[src/rtl/mfc_pkg.sv]
package mfc_pkg;

   typedef struct packed {
      logic [15:0] wdata;
      logic        go;
      logic [1:0]  spare;
      logic        cl22;
      logic [1:0]  op;
      logic [4:0]  phy;
      logic [4:0]  regad;
   } mfc_cmd_t;

   localparam logic [1:0] OP_WR = 2'b01;
   localparam logic [1:0] OP_RD = 2'b10;
   localparam logic [1:0] TA_DRIVEN = 2'b10;

endpackage

[src/rtl/mfc_mdc_gen.sv]
module mfc_mdc_gen #(
   parameter int DIV_W = 8
) (
   input  logic             clk,
   input  logic             rst_n,
   input  logic             run,
   input  logic [DIV_W-1:0] half_cyc,
   output logic             mdc,
   output logic             rise_stb,
   output logic             fall_stb
);

   generate
      if (DIV_W < 1 || DIV_W > 16) begin : g_bad_div
         $error("mfc_mdc_gen: DIV_W out of range");
      end
   endgenerate

   logic [DIV_W-1:0] cnt_q;
   logic [DIV_W-1:0] lim;
   logic             wrap;

   assign lim      = (half_cyc == '0) ? '0 : half_cyc - DIV_W'(1);
   assign wrap     = run && (cnt_q == lim);
   assign rise_stb = wrap && !mdc;
   assign fall_stb = wrap && mdc;

   always_ff @(posedge clk or negedge rst_n) begin
      if (!rst_n) begin
         cnt_q <= '0;
         mdc   <= 1'b0;
      end else if (!run) begin
         cnt_q <= '0;
         mdc   <= 1'b0;
      end else if (wrap) begin
         cnt_q <= '0;
         mdc   <= !mdc;
      end else begin
         cnt_q <= cnt_q + DIV_W'(1);
      end
   end

   AST_MDC_IDLE_LOW: assert property (@(posedge clk) disable iff (!rst_n)
      !run |=> !mdc);
   AST_MDC_MOVES_ON_STROBE: assert property (@(posedge clk) disable iff (!rst_n)
      (run && !rise_stb && !fall_stb) |=> $stable(mdc));

endmodule

[src/rtl/mfc_frame_seq.sv]
module mfc_frame_seq #(
   parameter int PRE_BITS = 32
) (
   input  logic                clk,
   input  logic                rst_n,
   input  logic                start,
   input  logic                rd_mode,
   input  logic [PRE_BITS+31:0] frame,
   input  logic                rise_stb,
   input  logic                fall_stb,
   input  logic                mdio_i,
   output logic                active,
   output logic                mdio_o,
   output logic                mdio_oe,
   output logic                done,
   output logic [15:0]         rd_data
);

   localparam int FRAME_BITS = PRE_BITS + 32;
   localparam int CNT_W      = $clog2(FRAME_BITS + 1);
   localparam logic [CNT_W-1:0] LAST    = CNT_W'(FRAME_BITS - 1);
   localparam logic [CNT_W-1:0] TA_POS  = CNT_W'(PRE_BITS + 14);
   localparam logic [CNT_W-1:0] DAT_POS = CNT_W'(PRE_BITS + 16);

   logic [FRAME_BITS-1:0] sh_q;
   logic [CNT_W-1:0]      bit_q;
   logic                  act_q;
   logic                  rd_q;
   logic [15:0]           cap_q;
   logic                  in_ta;
   logic                  in_data;

   assign in_ta   = bit_q >= TA_POS;
   assign in_data = bit_q >= DAT_POS;
   assign done    = act_q && fall_stb && (bit_q == LAST);
   assign active  = act_q;
   assign mdio_o  = act_q && sh_q[FRAME_BITS-1];
   assign mdio_oe = act_q && !(rd_q && in_ta);
   assign rd_data = cap_q;

   always_ff @(posedge clk or negedge rst_n) begin
      if (!rst_n) begin
         act_q <= 1'b0;
         rd_q  <= 1'b0;
         bit_q <= '0;
         sh_q  <= '0;
      end else if (start && !act_q) begin
         act_q <= 1'b1;
         rd_q  <= rd_mode;
         bit_q <= '0;
         sh_q  <= frame;
      end else if (act_q && fall_stb) begin
         if (bit_q == LAST) begin
            act_q <= 1'b0;
         end else begin
            bit_q <= bit_q + CNT_W'(1);
            sh_q  <= {sh_q[FRAME_BITS-2:0], 1'b0};
         end
      end
   end

   always_ff @(posedge clk or negedge rst_n) begin
      if (!rst_n) begin
         cap_q <= '0;
      end else if (act_q && rd_q && in_data && rise_stb) begin
         cap_q <= {cap_q[14:0], mdio_i};
      end
   end

   AST_LINE_ON_FALL_ONLY: assert property (@(posedge clk) disable iff (!rst_n)
      (act_q && !fall_stb) |=> $stable(mdio_o));
   AST_RELEASE_ONLY_READ: assert property (@(posedge clk) disable iff (!rst_n)
      (act_q && !mdio_oe) |-> rd_q);
   AST_BIT_IN_RANGE: assert property (@(posedge clk) disable iff (!rst_n)
      bit_q <= LAST);

endmodule

[src/rtl/mdio_frame_master.sv]
module mdio_frame_master
   import mfc_pkg::*;
#(
   parameter int PRE_BITS = 32,
   parameter int DIV_W    = 8
) (
   input  logic             clk,
   input  logic             rst_n,
   input  logic             cmd_we,
   input  logic [31:0]      cmd_wdata,
   output logic [31:0]      cmd_rdata,
   output logic [15:0]      mii_rdata,
   input  logic [DIV_W-1:0] mdc_half,
   output logic             mdc,
   input  logic             mdio_i,
   output logic             mdio_o,
   output logic             mdio_oe
);

   generate
      if (PRE_BITS < 1 || PRE_BITS > 64) begin : g_bad_pre
         $error("mdio_frame_master: PRE_BITS out of range");
      end
   endgenerate

   localparam int FRAME_BITS = PRE_BITS + 32;

   mfc_cmd_t              w_cmd;
   mfc_cmd_t              cmd_q;
   logic [31:0]           cmd_vec;
   logic [15:0]           rdat_q;
   logic [FRAME_BITS-1:0] frame;
   logic [1:0]            start_bits;
   logic                  start;
   logic                  seq_active;
   logic                  seq_done;
   logic [15:0]           seq_rdata;
   logic                  rise_stb;
   logic                  fall_stb;

   assign w_cmd      = mfc_cmd_t'(cmd_wdata);
   assign cmd_vec    = cmd_q;
   assign cmd_rdata  = cmd_vec;
   assign mii_rdata  = rdat_q;
   assign start      = cmd_we && !cmd_q.go && w_cmd.go;
   assign start_bits = w_cmd.cl22 ? 2'b01 : 2'b00;
   assign frame      = {{PRE_BITS{1'b1}}, start_bits, w_cmd.op, w_cmd.phy,
                        w_cmd.regad, TA_DRIVEN, w_cmd.wdata};

   always_ff @(posedge clk or negedge rst_n) begin
      if (!rst_n) begin
         cmd_q <= '0;
      end else if (cmd_we && !cmd_q.go) begin
         cmd_q <= w_cmd;
      end else if (seq_done) begin
         cmd_q.go <= 1'b0;
      end
   end

   always_ff @(posedge clk or negedge rst_n) begin
      if (!rst_n) begin
         rdat_q <= '0;
      end else if (seq_done && cmd_q.op == OP_RD) begin
         rdat_q <= seq_rdata;
      end
   end

   mfc_mdc_gen #(.DIV_W(DIV_W)) u_mdc (
      .clk      (clk),
      .rst_n    (rst_n),
      .run      (seq_active),
      .half_cyc (mdc_half),
      .mdc      (mdc),
      .rise_stb (rise_stb),
      .fall_stb (fall_stb)
   );

   mfc_frame_seq #(.PRE_BITS(PRE_BITS)) u_seq (
      .clk      (clk),
      .rst_n    (rst_n),
      .start    (start),
      .rd_mode  (w_cmd.op == OP_RD),
      .frame    (frame),
      .rise_stb (rise_stb),
      .fall_stb (fall_stb),
      .mdio_i   (mdio_i),
      .active   (seq_active),
      .mdio_o   (mdio_o),
      .mdio_oe  (mdio_oe),
      .done     (seq_done),
      .rd_data  (seq_rdata)
   );

   AST_BUSY_TRACKS_FRAME: assert property (@(posedge clk) disable iff (!rst_n)
      cmd_q.go == seq_active);
   AST_GO_DROPS_AT_END: assert property (@(posedge clk) disable iff (!rst_n)
      seq_done |=> !cmd_q.go);
   AST_BUSY_WRITE_IGNORED: assert property (@(posedge clk) disable iff (!rst_n)
      (cmd_we && cmd_q.go) |=> (cmd_vec[31:16] == $past(cmd_vec[31:16]) &&
                                cmd_vec[14:0] == $past(cmd_vec[14:0])));
   AST_RDATA_HOLD: assert property (@(posedge clk) disable iff (!rst_n)
      !seq_done |=> $stable(rdat_q));

endmodule

[config.mk]
export PLATFORM = sky130hd
export DESIGN_NAME = mdio_frame_master
export DESIGN_NICKNAME = d
export VERILOG_FILES = /design/src/rtl/mfc_pkg.sv /design/src/rtl/mfc_mdc_gen.sv /design/src/rtl/mfc_frame_seq.sv /design/src/rtl/mdio_frame_master.sv
export SDC_FILE = /design/constraint.sdc
export NUM_CORES = 1
export LEC_CHECK = 0
export BUFFER_PORTS_ARGS = -buffer_cell sky130_fd_sc_hd__buf_2
export CORE_ASPECT_RATIO = 1.75
export CORE_MARGIN = 5
export CORE_UTILIZATION = 35
export DETAILED_ROUTE_END_ITERATION = 7
export PLACE_DENSITY = 0.57
export SYNTH_ARGS = -nofsm -noshare
export SYNTH_HDL_FRONTEND = slang
export SYNTH_SLANG_ARGS = --single-unit
[constraint.sdc]
create_clock -name clk -period 6.35 [get_ports clk]
set_input_delay 0.9525 -clock clk [delete_from_list [all_inputs] [get_ports clk]]
set_output_delay 0.9525 -clock clk [all_outputs]
set_load 0.02 [all_outputs]
Word level (Yosys, flattened, before mapping)
Index checks and enable logic that the tools add are counted.
{ "op_classes": {"n_mul": 0, "div": 0, "eq_ne": 6, "mux": 17, "n_reduce_logical": 25, "bitwise": 0, "n_lt_le_gt_ge": 2, "add_sub_neg": 3, "shift": 0} }
{ "ops": {"columns": ["operator", "n"], "rows": [
  ["$mux W64", 3],
  ["$mux W8", 3],
  ["$mux W7", 3],
  ["$logic_and A1 B1 Y1", 15],
  ["$ge A7 B6 Y1 const B", 2],
  ["$add A8 B1 Y8 const B", 1],
  ["$eq A8 B8 Y1", 1],
  ["$logic_not A8 Y1", 1],
  ["$mux W1", 8],
  ["$sub A8 B1 Y8 const B", 1],
  ["$add A7 B1 Y7 const B", 1],
  ["$eq A7 B6 Y1 const B", 1],
  ["$reduce_bool A2 Y1", 3],
  ["$eq A2 B2 Y1 const B", 2],
  ["$logic_not A1 Y1", 4],
  ["$reduce_and A2 Y1", 2],
  ["$ne A2 B1 Y1 const B", 1],
  ["$ne A2 B2 Y1 const B", 1]
]} }
{ "word_totals": {"latchBits": 0, "memories": 0, "rom_bits": 0, "regBits": 146, "in_bits": 44, "ram_bits": 0} }

Longest topological paths before layout
Gate-level depths: netlist of the first run.
{ "depth": {"depth_word": 9, "mapped_depth": 12, "mapped_depth_nobuf": 9} }

By module
Synthesis of the first run repeated with hierarchy kept, for this count alone.
{ "unflattened": {"cells_unflattened": 512, "area_unflattened_um2": 6785.3} }
{ "by_module_without_submodules": {"columns": ["mod", "area_per_inst_um2", "cells_each", "n_inst"], "rows": [
  ["mfc_frame_seq", 3918.8, 301, 1],
  ["mdio_frame_master", 1988.2, 108, 1],
  ["mfc_mdc_gen", 878.3, 103, 1]
]} }

Worst setup path before layout of the first run
No wires, ideal clock.
{ "synth_path": {"path_type": "input -> register", "from": "in mdc_half[0]", "to": "reg rdat_q[10] (netlist: mii_rdata[10])", "required_ps": 6225, "arrival_ps": 3892, "path_stages": 11, "setup_slack_ps": 2333, "setup_ps": 125, "cell_sequence": "inv_1 -> ha_1 -> or3b_1 -> and2_1 -> or3_1 -> a221o_1 -> or4_1 -> buf_2 -> nor4_4 -> buf_6 -> mux2_2"} }
{ "synth_via": {"elab_chain_cells": 8, "word_cells_on_any_way": 9} }
{ "synth_rtl": {"columns": ["item", "line", "rtl"], "rows": [
  ["start: declaration", "mdio_frame_master.sv:13", "input logic [DIV_W-1:0] mdc_half,"],
  ["$sub A8 B1 Y8 / $logic_not A8 Y1 (equally long branches)", "mfc_mdc_gen.sv:23", "assign lim = (half_cyc == '0) ? '0 : half_cyc - DIV_W'(1);"],
  ["$mux W8 *", "mfc_mdc_gen.sv:23", null],
  ["$eq A8 B8 Y1 *", "mfc_mdc_gen.sv:24", "assign wrap = run && (cnt_q == lim);"],
  ["$logic_and A1 B1 Y1 *", "mfc_mdc_gen.sv:24", null],
  ["$logic_and A1 B1 Y1 *", "mfc_mdc_gen.sv:26", "assign fall_stb = wrap && mdc;"],
  ["$logic_and A1 B1 Y1 * (2 in a row)", "mfc_frame_seq.sv:35", "assign done = act_q && fall_stb && (bit_q == LAST);"],
  ["$logic_and A1 B1 Y1 *", "mdio_frame_master.sv:63", "end else if (seq_done && cmd_q.op == OP_RD) begin"],
  ["end signal: assignment", "mdio_frame_master.sv:64", "rdat_q <= seq_rdata;"],
  ["end: declaration", "mdio_frame_master.sv:31", "logic [15:0] rdat_q;"]
]} }
Mark *: on every way between the ends. The rest lies on a longest branch, timed or not.
A chain may end at the register's enable or synchronous reset.

Final worst setup path of the first run
{ "layout_path": {"from": "in mdc_half[0]", "to": "reg rdat_q[11] (netlist: mii_rdata[11])"} }
Same word-level chain as after synthesis.

==> results of run 1 <==
==> metal layers <==
metal	GRT usage	vias to the layer above
met2	0.248	116
met1	0.196	2633
met4	0.0597	0
met3	0.0372	13
li1	-	2525
met5	0	-
==> worst max-delay path, stage by stage <==
cell and delay, ns:
buf_2 0.13, inv_1 0.06, ha_1 0.30, or3b_1 0.39, and2_1 0.17, or3_1 0.30
a221o_1 0.34, or4_2 0.99, nor4_4 0.39, buf_4 0.28, mux2_2 0.37
==> state kept, by name (all words and copies together) (netlist names) <==
name and cells:
u_seq.sh_q 64, cmd_rdata 32, mii_rdata 16, u_seq.rd_data 16, u_mdc.cnt_q 8, u_seq.bit_q 7, u_mdc.mdc 1, u_seq.active 1
u_seq.rd_q 1
==> synth_stat cells, drive strengths merged, types with 6 or more instances <==
cell / count / share of area
inv: 8 / 0.0046
nor3: 7 / 0.0054
o21ai: 71 / 0.054
xnor2: 8 / 0.011
dfrtp: 146 / 0.56
a21oi: 12 / 0.0092
nor2: 38 / 0.022
clkbuf: 49 / 0.028
mux2: 32 / 0.055
a31oi: 29 / 0.028
or4: 6 / 0.0069
nand3: 103 / 0.079
nand2: 105 / 0.060
==> through the flow <==
step | util | instance area [µm²]
after detailed placement | 0.389 | 7200
after CTS | 0.423 | 7820
final | 0.423 | 7820
after global placement | 0.389 | 7200
after global routing | 0.423 | 7820
after floorplan | - | 6540
==> cell families after synthesis <==
kind of cell,Yosys count
and+or+nand+nor,293
DFF,146
AOI/OAI and AO/OA,133
buffers and inverters,60
muxes,34
xor gates and xnor gates,10
adders and majority gates,4
==> where the power goes <==
group | switching [mW] | internal, mW | leakage (nW) | total (mW)
sequential | 0.117 | 1.13 | 1.75 | 1.24
clock | 0.388 | 0.667 | 0.308 | 1.05
combinational | 0.310 | 0.187 | 1.45 | 0.497
total | 0.814 | 1.98 | 3.51 | 2.79
==> worst paths after layout <==
check	start	to	slack, ns	cells after the start
max in group asynchronous	rst_n	u_seq.sh_q[35]	4.47	2
min in group asynchronous	rst_n	cmd_rdata[23]	0.57	1
hold reg to reg	cmd_rdata[27]	cmd_rdata[27]	0.46	2
setup / recovery	mdc_half[0]	mii_rdata[11]	1.96	11
setup reg to reg	u_mdc.cnt_q[5]	mii_rdata[11]	2.82	7
hold / removal	cmd_rdata[27]	cmd_rdata[27]	0.46	2
==> final cells by class <==
cell class	count	area, µm²	share of cell area
sequential	146	3650	0.467
multi-input combinational	474	2680	0.342
timing repair buffer	103	544	0.0696
clock buffer	22	494	0.0632
tap	238	298	0.0381
clock inverter	9	126	0.0162
inverter	8	30.0	0.00384
==> flow_summary.toml, run 1 <==
[global_route]
grt_max_degree = 88
grt_antenna_before_repair = 0
grt_pass1_wl_mm = 26.6
gr-total-overflow = 0
grt_pass1_vias = 5186
grt.total_usage = 0.153

[clock_network]
post_cts_resized = 0
clock_sinks = 146
cts_root_buf = "clkbuf_16"
htreeDepth = 4
cts.reportedPaths.clkPinSlew_ns = 0.06
cts_hold_buf = 0
cts_setup_buffers = 0
worstSkewPairLatency_ns = 0.43
clk_path_buf_depth = 2
cts_tree = "yes"
cts_buffers = 17

[detailed_routing]
post-route-drc-count = 0
drtIter0Drc = 348
drt_wl_total_mm = 15.9
wire_per_inst_um = 15.9
wl_met2_mm = 8.14
ant_nets = 0
topRoutingLayerUsed = "met4"
wl_met3_um = 643
firstDrtPassIters = 5
via_count = 5287
met1_length_mm = 6.77
via_per_inst = 5.29

[finish]
drive_gt1_frac = 0.231
final_nets = 798
final_cells = 1000
diodes = 0
mostFrequentLayoutCell = "dfrtp_1"
n_fill_cell = 1852
synthToLayoutAreaGrowth_pct = 19.6
final_cell_mix = "dfrtp_1, nand2_1, nand3_1, buf_2, o21ai_0"

[critical_path]
criticalPathCategory = "in -> reg"
cp-end-kind = "register"
cp.required_ns = 6.66
cp.arrival_ns = 4.70
cp-start-kind = "primary input"
cp_max_fo = 47

[pwr]
leakagePower_nw = 3.51
p_per_area_mw_per_mm2 = 357
power_mw = 2.79
ir_drop_v = 0.000156

[yosys]
synth_flop_cell = "dfrtp_1"
synth_compound_area_frac = 0.117
syn_area_per_cell_um2 = 9.62
yosysSeqAreaShare = 0.559
synth_edf_count = 0
ys_warn_count = 0
synth_seq_cells = 146
async_flop_share = 1.00
ys_types = 45
syn_inst = 680
syn_nets = 728
synthXorXnorAreaFrac = 0.0134
synth_area_mm2 = 0.00654
synth_top_family_by_area = "simple AND/OR/NAND/NOR gates"
yosys.area_share.simple = 0.209
synthAdderAreaFrac = 0.00765
synth.area.mux_share = 0.0581

[die]
dieWidth_um = 113
ios = 95
core-area_mm2 = 0.0185
start_util = 0.354
die_y_um = 191
die_area_mm2 = 0.0216
rows = 66

[timing]
fin_crit_sh = 0.691
setup_violations = 0
clock_skew_ns = 0.00907
fmax_mhz = 228
slew_viol_final = 0
tightest_slew_ns = 1.04
max_slew_margin = 0.307
setup_ws_ns = 1.96
worst_hold_slack_ns = 0.465
rsz0062_at_grt = "no"
finalSetupTns_ns = 0
hold_viol = 0
min_period_ns = 4.39

[job]
cap_violations = 0

[place]
pre_cts_ws_ns = 1.54
gp_congestion = 0.826
portBuffers = 94
place_hpwl_mm = 9.93
dp_cells = 969

[outcome]
status = "finished clean"

[worst_hold_path]
hp-class = "reg -> reg"
No activity file was read; power rests on OpenSTA's default activity.
==> inputs of run 2 (changes only) <==
ABC_AREA = 1   (was default)
clock period = 4.15 ns   (was 6.35 ns; I/O delays follow)
==> flow_summary.toml, run 2 <==
[global_route]
grt_pass1_vias = 5857
gr-total-overflow = 0
grt_max_degree = 75
grt_antenna_before_repair = 0
grt.total_usage = 0.144
grt_pass1_wl_mm = 28.3

[critical_path]
crit_family = "simple AND/OR/NAND/NOR gates"
worstPathCellList = "buf_2 -> inv_1 -> ha_1 -> nand2_2 -> nor2_4 -> nand2_4 -> nand2_1 -> nand2_1 -> nand2_1 -> nand2_1 -> nor2_4 -> nand3_4 -> nor2_8 -> nand3_4 -> buf_4 -> nand3_1 -> nand2_1"
crit_buf_inv = 3
criticalPathCategory = "in -> reg"
cpMostUsedCell = "nand2_1"
cp.arrival_ns = 3.13
critical_path.max_stage_delay_ns = 0.43
r2r-end = "u_seq.sh_q[56]"
r2r-start = "cmd_rdata[15]"
cp_max_fo = 39
slowest_stage = "buf_4"
cp.required_ns = 4.46
cp-start-kind = "primary input"
cp-end-kind = "register"
rrSetupSlack_ns = 1.71
ff2ff_path_depth = 8

[yosys]
netlist_top_cells_count = "nand2_1, dfrtp_1, nand3_1, inv_1, o21ai_0"
synth_flop_cell = "dfrtp_1"
ys_warn_count = 0
synth_seq_cells = 146
async_flop_share = 1.00
synthTopCellsByArea = "dfrtp_1, nand2_1, nand3_1"
synth_area_mm2 = 0.00717
synth.most_common_cell = "nand2_1"
synth_edf_count = 0
synth_top_area_frac = 0.509
synth_largest_area_cell = "dfrtp_1"
yosysSeqAreaShare = 0.509
syn_inst = 870
ys_types = 32
syn_nets = 918
syn_area_per_cell_um2 = 8.24

[timing]
tightest_slew_ns = 1.27
clock_skew_ns = 0.0101
max_slew_margin = 0.153
min_period_ns = 2.82
hold_viol = 0
fmax_mhz = 354
setup_violations = 0
setup_ws_ns = 1.33
fin_crit_sh = 0.680
slew_viol_final = 0
rsz0062_at_grt = "no"
finalSetupTns_ns = 0

[die]
die_area_mm2 = 0.0236
dieWidth_um = 118
die_y_um = 199
rows = 69
core-area_mm2 = 0.0203
start_util = 0.354
ios = 95

[detailed_routing]
met1_length_mm = 7.19
wl_met2_mm = 8.19
via_per_inst = 4.85
topRoutingLayerUsed = "met4"
wl_met3_um = 620
drtIter0Drc = 443
wire_per_inst_um = 13.6
drt_wl_total_mm = 16.4
ant_nets = 0
firstDrtPassIters = 4
via_count = 5835
post-route-drc-count = 0

[clock_network]
htreeDepth = 4
cts_root_buf = "clkbuf_16"
cts_tree = "yes"
worstSkewPairLatency_ns = 0.42
clk_path_buf_depth = 2
cts.reportedPaths.clkPinSlew_ns = 0.06
cts_hold_buf = 0
post_cts_resized = 0
cts_buffers = 17
cts_setup_buffers = 0
clock_sinks = 146

[finish]
largest_reg_flops = 64
fin_util = 0.414
final_cell_mix = "nand2_1, dfrtp_1, nand3_1, buf_2, inv_1"
mostFrequentLayoutCell = "nand2_1"
diodes = 0
synthToLayoutAreaGrowth_pct = 17.1
drive_gt1_frac = 0.222
regMostFlops = "u_seq.sh_q"
final_nets = 989

[outcome]
status = "finished clean"

[worst_hold_path]
hp-class = "in -> async"

[pwr]
ir_drop_v = 0.000253
p_per_area_mw_per_mm2 = 533
leakagePower_nw = 4.49

[place]
portBuffers = 94
gp_congestion = 0.792
pre_cts_ws_ns = 0.875
place_hpwl_mm = 10.8

[job]
cap_violations = 0
-- run 2: cell types whose count changed after synthesis, moves of 15 or more --
| cell | previous run | this run |
|---|---|---|
| nand3_1 | 103 | 124 |
| mux2_2 | 32 | 0 |
| inv_1 | 8 | 75 |
| nand2_1 | 105 | 258 |
| a31oi_1 | 29 | 0 |
| clkbuf_1 | 49 | 30 |
| nand4_1 | 2 | 30 |
| or2_2 | 4 | 33 |
| nand3_2 | 0 | 15 |
-- run 2: routing by layer --
| metal | vias up | track usage |
|---|---|---|
| li1 | 2945 | - |
| met1 | 2761 | 0.174 |
| met2 | 105 | 0.255 |
| met3 | 24 | 0.0263 |
| met4 | 0 | 0.0561 |
| met5 | - | 0 |
-- run 2: worst max-delay path by stage --
stage	cells past startpoint	from	endpoint	slack, ns
after CTS	17	mdc_half[0]	u_seq.sh_q[3]	1.31
after detailed placement	17	mdc_half[0]	u_seq.sh_q[3]	0.88
after global placement	17	mdc_half[0]	u_seq.sh_q[1]	0.90
final	17	mdc_half[0]	u_seq.sh_q[3]	1.33
after global routing	17	mdc_half[0]	u_seq.sh_q[6]	1.05
after floorplan	16	mdc_half[0]	u_seq.sh_q[31]	1.72
-- run 2: final cells by class --
| cell class | count | area (µm²) |
|---|---|---|
| Timing Repair Buffer | 105 | 572 |
| Clock inverter | 14 | 179 |
| Clock buffer | 18 | 439 |
| Sequential cell | 146 | 3650 |
| Fill cell | 2081 | 11900 |
| Inverter | 78 | 295 |
| Multi-Input combinational cell | 593 | 2950 |
| Tap cell | 248 | 310 |
-- run 2: logic make-up (layout without fill, tap and decap cells) --
logic type,Yosys count,after routing,synth area share
simple gates,502,502,0.334
buf+inv,131,215,0.0808
xor+xnor,7,7,0.00855
flops,146,146,0.509
compound gates,80,80,0.0602
fa+ha+maj,4,4,0.00698
-- run 2: worst reg2reg max path: cells and delay by family, from the launching register on --
kind | cells | cell delay [ns]
AND/OR/NAND/NOR | 6 | 1.38
buffers and inverters | 2 | 0.59
flip-flops | 1 | 0.41
-- run 2: where the power goes --
group	total [mW]	internal (mW)	leakage (nW)	switching [mW]
clock	1.60	0.970	0.294	0.628
combinational	0.949	0.389	2.25	0.560
sequential	1.93	1.74	1.94	0.187
-- run 2: per-stage QoR --
stage               cells  total power, mW  area, µm²  hold slack, ns
floorplan             870             2.61       7170           0.327
finish               1202             4.47       8400           0.207
CTS                  1202             4.54       8400           0.250
detailed placement   1170             2.92       7780           0.453
global route         1202             4.76       8400           0.288
global placement     1170             2.90       7780           0.451
